### src/rtl/dac_seq_pkg.sv
package dac_seq_pkg;
  typedef enum logic [1:0] {
    ST_RESET = 2'd0,
    ST_WAIT  = 2'd1,
    ST_RAMP  = 2'd2,
    ST_RUN   = 2'd3
  } seq_state_e;

  localparam int NUM_STATES = 4;
  localparam logic [1:0] SPD_SINGLE = 2'b00;
  localparam logic [1:0] SPD_DOUBLE = 2'b01;
endpackage

### src/rtl/lrck_monitor.sv
module lrck_monitor #(
  parameter int LOSS_CYCLES = 2048
) (
  input  logic clk_i,
  input  logic rst_ni,
  input  logic lrck_i,
  output logic rise_o,
  output logic lost_o
);
  localparam int LCNT_W = $clog2(LOSS_CYCLES + 1);
  localparam logic [LCNT_W-1:0] LOSS_LAST = LCNT_W'(LOSS_CYCLES - 1);

  logic [2:0]        sync_q;
  logic [LCNT_W-1:0] idle_cnt_q;

  always_ff @(posedge clk_i or negedge rst_ni) begin
    if (!rst_ni) sync_q <= '0;
    else         sync_q <= {sync_q[1:0], lrck_i};
  end

  assign rise_o = sync_q[1] & ~sync_q[2];

  // idle counter saturates at the loss threshold
  always_ff @(posedge clk_i or negedge rst_ni) begin
    if (!rst_ni) begin
      idle_cnt_q <= '0;
      lost_o     <= 1'b0;
    end else if (rise_o) begin
      idle_cnt_q <= '0;
      lost_o     <= 1'b0;
    end else if (idle_cnt_q == LOSS_LAST) begin
      lost_o     <= 1'b1;
    end else begin
      idle_cnt_q <= idle_cnt_q + LCNT_W'(1);
    end
  end
endmodule

### src/rtl/seq_fsm.sv
module seq_fsm
  import dac_seq_pkg::*;
#(
  parameter int BASE_WAIT   = 512,
  parameter int RAMP_CYCLES = 614
) (
  input  logic       clk_i,
  input  logic       rst_ni,
  input  logic       rise_i,
  input  logic       lost_i,
  input  logic [1:0] speed_i,
  output seq_state_e state_o,
  output logic [1:0] speed_q_o
);
  localparam int WCNT_W = $clog2(BASE_WAIT * 4 + 1);
  localparam int RCNT_W = $clog2(RAMP_CYCLES + 1);
  localparam logic [RCNT_W-1:0] RAMP_LAST = RCNT_W'(RAMP_CYCLES - 1);

  seq_state_e        state_q;
  logic [1:0]        speed_q;
  logic [WCNT_W-1:0] wcnt_q, target;
  logic [RCNT_W-1:0] rcnt_q;

  always_comb begin
    case (speed_q)
      SPD_SINGLE: target = WCNT_W'(BASE_WAIT);
      SPD_DOUBLE: target = WCNT_W'(BASE_WAIT * 2);
      default:    target = WCNT_W'(BASE_WAIT * 4);
    endcase
  end

  always_ff @(posedge clk_i or negedge rst_ni) begin
    if (!rst_ni) begin
      state_q <= ST_RESET;
      speed_q <= SPD_SINGLE;
      wcnt_q  <= '0;
      rcnt_q  <= '0;
    end else if (state_q == ST_RESET) begin
      state_q <= ST_WAIT;
      speed_q <= speed_i;
      wcnt_q  <= '0;
      rcnt_q  <= '0;
    end else if (speed_i != speed_q) begin
      speed_q <= speed_i;
      state_q <= ST_WAIT;
      wcnt_q  <= '0;
      rcnt_q  <= '0;
    end else if (lost_i) begin
      // hold the wait count clear until the frame clock is back
      state_q <= ST_WAIT;
      wcnt_q  <= '0;
      rcnt_q  <= '0;
    end else begin
      case (state_q)
        ST_WAIT: if (rise_i) begin
          if (wcnt_q == target - WCNT_W'(1)) begin
            state_q <= ST_RAMP;
            wcnt_q  <= '0;
            rcnt_q  <= '0;
          end else begin
            wcnt_q <= wcnt_q + WCNT_W'(1);
          end
        end
        ST_RAMP: begin
          if (rcnt_q == RAMP_LAST) state_q <= ST_RUN;
          else                     rcnt_q  <= rcnt_q + RCNT_W'(1);
        end
        default: ;
      endcase
    end
  end

  assign state_o   = state_q;
  assign speed_q_o = speed_q;
endmodule

### src/rtl/out_gate.sv
module out_gate #(
  parameter int CHANNELS = 2
) (
  input  logic                force_mute_i,
  input  logic [CHANNELS-1:0] mute_req_i,
  input  logic                deemph_allow_i,
  input  logic                deemph_req_i,
  output logic [CHANNELS-1:0] mute_o,
  output logic                deemph_o
);
  for (genvar c = 0; c < CHANNELS; c++) begin : g_ch
    assign mute_o[c] = force_mute_i | mute_req_i[c];
  end

  assign deemph_o = deemph_allow_i & deemph_req_i;
endmodule

### src/rtl/dac_pwr_seq.sv
module dac_pwr_seq
  import dac_seq_pkg::*;
#(
  parameter int MCLK_HZ     = 12_288_000,
  parameter int BASE_WAIT   = 512,
  parameter int RAMP_CYCLES = MCLK_HZ / 20_000,
  parameter int LOSS_CYCLES = 2048,
  parameter int CHANNELS    = 2
) (
  input  logic                clk_i,
  input  logic                rst_ni,
  input  logic                lrck_i,
  input  logic [1:0]          speed_i,
  input  logic [CHANNELS-1:0] mute_req_i,
  input  logic                deemph_req_i,
  output logic [3:0]          state_o,
  output logic                ready_o,
  output logic [CHANNELS-1:0] mute_o,
  output logic                deemph_o
);
  seq_state_e state;
  logic       frame_rise, frame_lost;
  logic [1:0] speed_q;
  logic       running;

  lrck_monitor #(.LOSS_CYCLES(LOSS_CYCLES)) u_mon (
    .clk_i  (clk_i),
    .rst_ni (rst_ni),
    .lrck_i (lrck_i),
    .rise_o (frame_rise),
    .lost_o (frame_lost)
  );

  seq_fsm #(.BASE_WAIT(BASE_WAIT), .RAMP_CYCLES(RAMP_CYCLES)) u_fsm (
    .clk_i     (clk_i),
    .rst_ni    (rst_ni),
    .rise_i    (frame_rise),
    .lost_i    (frame_lost),
    .speed_i   (speed_i),
    .state_o   (state),
    .speed_q_o (speed_q)
  );

  for (genvar s = 0; s < NUM_STATES; s++) begin : g_onehot
    assign state_o[s] = (state == seq_state_e'(s));
  end

  assign running = (state == ST_RUN);
  assign ready_o = running;

  out_gate #(.CHANNELS(CHANNELS)) u_gate (
    .force_mute_i   (~running | frame_lost),
    .mute_req_i     (mute_req_i),
    .deemph_allow_i ((speed_q == SPD_SINGLE) && (state != ST_RESET)),
    .deemph_req_i   (deemph_req_i),
    .mute_o         (mute_o),
    .deemph_o       (deemph_o)
  );
endmodule

### config.mk
export PLATFORM = sky130hd
export DESIGN_NAME = dac_pwr_seq
export DESIGN_NICKNAME = d
export VERILOG_FILES = /design/src/rtl/dac_seq_pkg.sv /design/src/rtl/lrck_monitor.sv /design/src/rtl/seq_fsm.sv /design/src/rtl/out_gate.sv /design/src/rtl/dac_pwr_seq.sv
export SDC_FILE = /design/constraint.sdc
export NUM_CORES = 1
export LEC_CHECK = 0
export BUFFER_PORTS_ARGS = -buffer_cell sky130_fd_sc_hd__buf_2
export CAP_MARGIN = 25
export CORE_ASPECT_RATIO = 1.5
export CORE_MARGIN = 3
export CORE_UTILIZATION = 38
export CTS_CLUSTER_SIZE = 12
export DETAILED_ROUTE_END_ITERATION = 12
export PLACE_DENSITY = 0.53
export SKIP_LAST_GASP = 1
export SLEW_MARGIN = 25
export SYNTH_ARGS = -nofsm -noshare
export SYNTH_HDL_FRONTEND = slang
export SYNTH_HIERARCHICAL = 1
export SYNTH_SLANG_ARGS = --single-unit
export TNS_END_PERCENT = 10
### constraint.sdc
create_clock -name clk_i -period 5 [get_ports clk_i]
set_input_delay 1.25 -clock clk_i [delete_from_list [all_inputs] [get_ports clk_i]]
set_output_delay 1.25 -clock clk_i [all_outputs]
set_load 0.02 [all_outputs]
==> flow_summary.yaml <==
routing:
  wl_per_cell_um: 16.4
  drtIter0Drc: 166
  routed_wl_um: 6090
  vias: 2208
  detail-route-antenna-nets: 0
  vias_per_cell: 5.97
  drt-pass1-iter-count: 4
  route.detailed.drc: 0
final_layout:
  stdcell_count: 370
  final_common_cell: "dfrtp_1"
  fillers: 682
  stdcell_area_sq_um: 2840
  final_cell_mix: "42 x dfrtp_1, 22 x nand2_1, 20 x nor2_1"
  seq_area_sq_um: 1050
  antenna_cells: 0
  drive_above_1_share_pct: 14.6
  nNetsFinal: 308
  multi_input_area_sq_um: 1490
  area.growth.synth_to_final_pct: 6.37
setup_path:
  slowest_delay_ns: 0.78
  cpMaxStageDelayCell: "dfrtp_1"
  critPathKind: "flip-flop to primary output"
  critPathLaunchType: "flip-flop"
  rr_worst_depth: 7
  critical_path_depth: 4
  cp.required_ns: 3.75
  path_cells: "and2_4, nand2b_2, or2_1, buf_2"
  crit_buf_inv: 1
  path_max_fanout: 20
  worstPathArrival_ns: 1.76
  cp_top_family: "flip-flops"
  endpoint_kind: "primary output"
placement:
  place_area_sq_um: 2760
  placed_cells: 363
  hpwl_um: 4190
  place_congestion: 0.715
  port_buffers: 15
clocking:
  cts_resized: 0
  cts_hold_buf: 0
  clkTransAtPathRegs_ns: 0.08
  cts_buffers: 5
  htree_levels: 2
  clockBufferDepth: 2
  post_cts_buffers: 0
  clk_latency_ns: 0.29
  cts_tree: "yes"
  cts.sinks: 42
  cts_root_buf: "clkbuf_8"
sta:
  rsz0062_at_grt: "false"
  tightest_slew_ns: 0.959
  relSlewSlack_pct: 35.7
  setup_viol: 0
  clock_skew_ns: 0.00475
  whs_ns: 0.366
  hold_viol: 0
  maxSlewViolCount: 0
  fmax_ghz: 0.333
  period_needed_ns: 3.01
  fin_crit_sh_pct: 60.1
  final.setup.tns_ns: 0
synthesis:
  yosysWarnings: 6
  ys_seq_elements: 42
  syn_area_per_cell_sq_um: 9.40
  syn_area_sq_um: 2670
  seq_area_frac_synth_pct: 39.4
  synth_adder_area_share_pct: 2.81
  synth.area.mux_share_pct: 1.12
  synth_edf_count: 0
  synth_compound_area_share_pct: 21.3
  yosys.area_share.simple_pct: 27.8
  synth_xor_xnor_area_share_pct: 2.72
  synth_top_family_by_area: "simple AND/OR/NAND/NOR gates"
  synth_cell_types: 60
  ys_async_sr_fraction_pct: 100
  synth_nets: 298
  ys.flop_type: "dfrtp_1"
  synthCells: 284
floorplan:
  dieArea_sq_um: 8090
  core_sq_um: 6670
  io_pins: 16
  row_count: 36
  dieWidth_um: 74.4
  fp.dieH_um: 109
  start_util_pct: 40.1
pwr:
  p_leak_uw: 0.00112
  peakVddDrop_uv: 98.8
  p_per_area_nw_per_um2: 229
  power_uw: 650
status:
  status: "completed"
grt:
  grt_max_degree: 43
  grt_antenna_before_repair: 0
  grt_pass1_vias: 2125
  grt-ovfl-total: 0
  grt_pass1_wl_um: 10400
  grt_util_all_layers_pct: 16.3
hold_path:
  whs_path_depth: 0
  hold_path_class: "flip-flop to flip-flop"
flow_run:
  drv_cap: 0
[metrics by stage]
stage | setup slack, ns | util (%)
3_5_place_dp | 1.97 | 41.4
2_1_floorplan | 2.21 | -
4_1_cts | 1.99 | 42.6
3_3_place_gp | 2.01 | 41.4
6_report | 1.99 | 42.6
5_1_grt | 1.84 | 42.6
[state kept, by name (all words and copies together), names as in the netlist]
| name | flops |
|---|---|
| u_fsm/wcnt_q | 12 |
| u_mon/lost_o | 1 |
| u_mon/sync_q | 3 |
| u_fsm/state_o | 2 |
| u_fsm/speed_q_o | 2 |
| u_fsm/rcnt_q | 10 |
| u_mon/idle_cnt_q | 12 |
[worst reg2reg max path: stages, from the launching register on]
cell	delay (ns)
dfrtp_1	0.47
or2_2	0.34
ha_1	0.20
xnor3_1	0.38
o2111ai_2	0.11
buf_4	0.24
o311ai_4	0.46
o22ai_1	0.16
[metal layers]
layer	vias up	wire length [um]	global-route usage (%)
met5	-	0	0
met4	0	79	4.83
met3	6	102	2.31
met2	15	3230	28.1
met1	1094	2680	20.7
li1	1093	-	-
[cells in the mapped netlist, drive strengths merged (6+ instances only)]
| master | number | area [sq um] |
|---|---|---|
| o2111ai | 11 | 103 |
| dfrtp | 42 | 1050 |
| nor2 | 20 | 75.1 |
| or3 | 9 | 56.3 |
| nor3 | 11 | 65.1 |
| a21oi | 12 | 60.1 |
| nand4 | 8 | 50.1 |
| nand3 | 19 | 100 |
| o211ai | 12 | 95.1 |
| ha | 6 | 75.1 |
| nor4 | 11 | 105 |
| nand2 | 23 | 88.8 |
| inv | 11 | 41.3 |
| buf | 8 | 70.1 |
| o21ai | 20 | 100 |
[power by group]
group          total (uW)  switching, uW  internal, uW
Clock                 212            118          93.9
Combinational        70.3           46.0          24.3
Sequential            368           14.8           353
[cell type report]
cell class                      instances  area share [%]
Tap cell                               76            3.35
Clock inverter                          2           0.352
Timing Repair Buffer                   16            3.00
Sequential cell                        42            37.0
Inverter                               11            1.45
Clock buffer                            5            2.42
Multi-Input combinational cell        218            52.4
[final timing paths]
check                                               startpoint                              end  slack, ns
worst max-delay path              u_fsm/state_o[1]$_DFFE_PN0P_                        mute_o[1]       1.99
worst min-delay path                 u_mon/sync_q[0]$_DFF_PN0_        u_mon/sync_q[1]$_DFF_PN0_       0.37
worst max register to register  u_fsm/speed_q_o[0]$_DFFE_PN0P_      u_fsm/rcnt_q[1]$_DFFE_PN0P_       2.52
worst min register to register       u_mon/sync_q[0]$_DFF_PN0_        u_mon/sync_q[1]$_DFF_PN0_       0.37
max in group asynchronous                               rst_ni     u_fsm/state_o[1]$_DFFE_PN0P_       3.68
min in group asynchronous                               rst_ni  u_mon/idle_cnt_q[6]$_DFFE_PN0P_       0.94
[cells by family (layout without fill, tap and decap cells)]
| kind of cell | count (synthesis) | in the layout |
|---|---|---|
| flip-flops | 42 | 42 |
| AND/OR/NAND/NOR | 128 | 128 |
| buffers and inverters | 24 | 34 |
| AO/OA/AOI/OAI | 76 | 76 |
| multiplexers | 3 | 3 |
| adder cells (fa/ha/maj) | 6 | 6 |
| XOR/XNOR | 5 | 5 |
No activity file was read; power rests on OpenSTA's default activity.
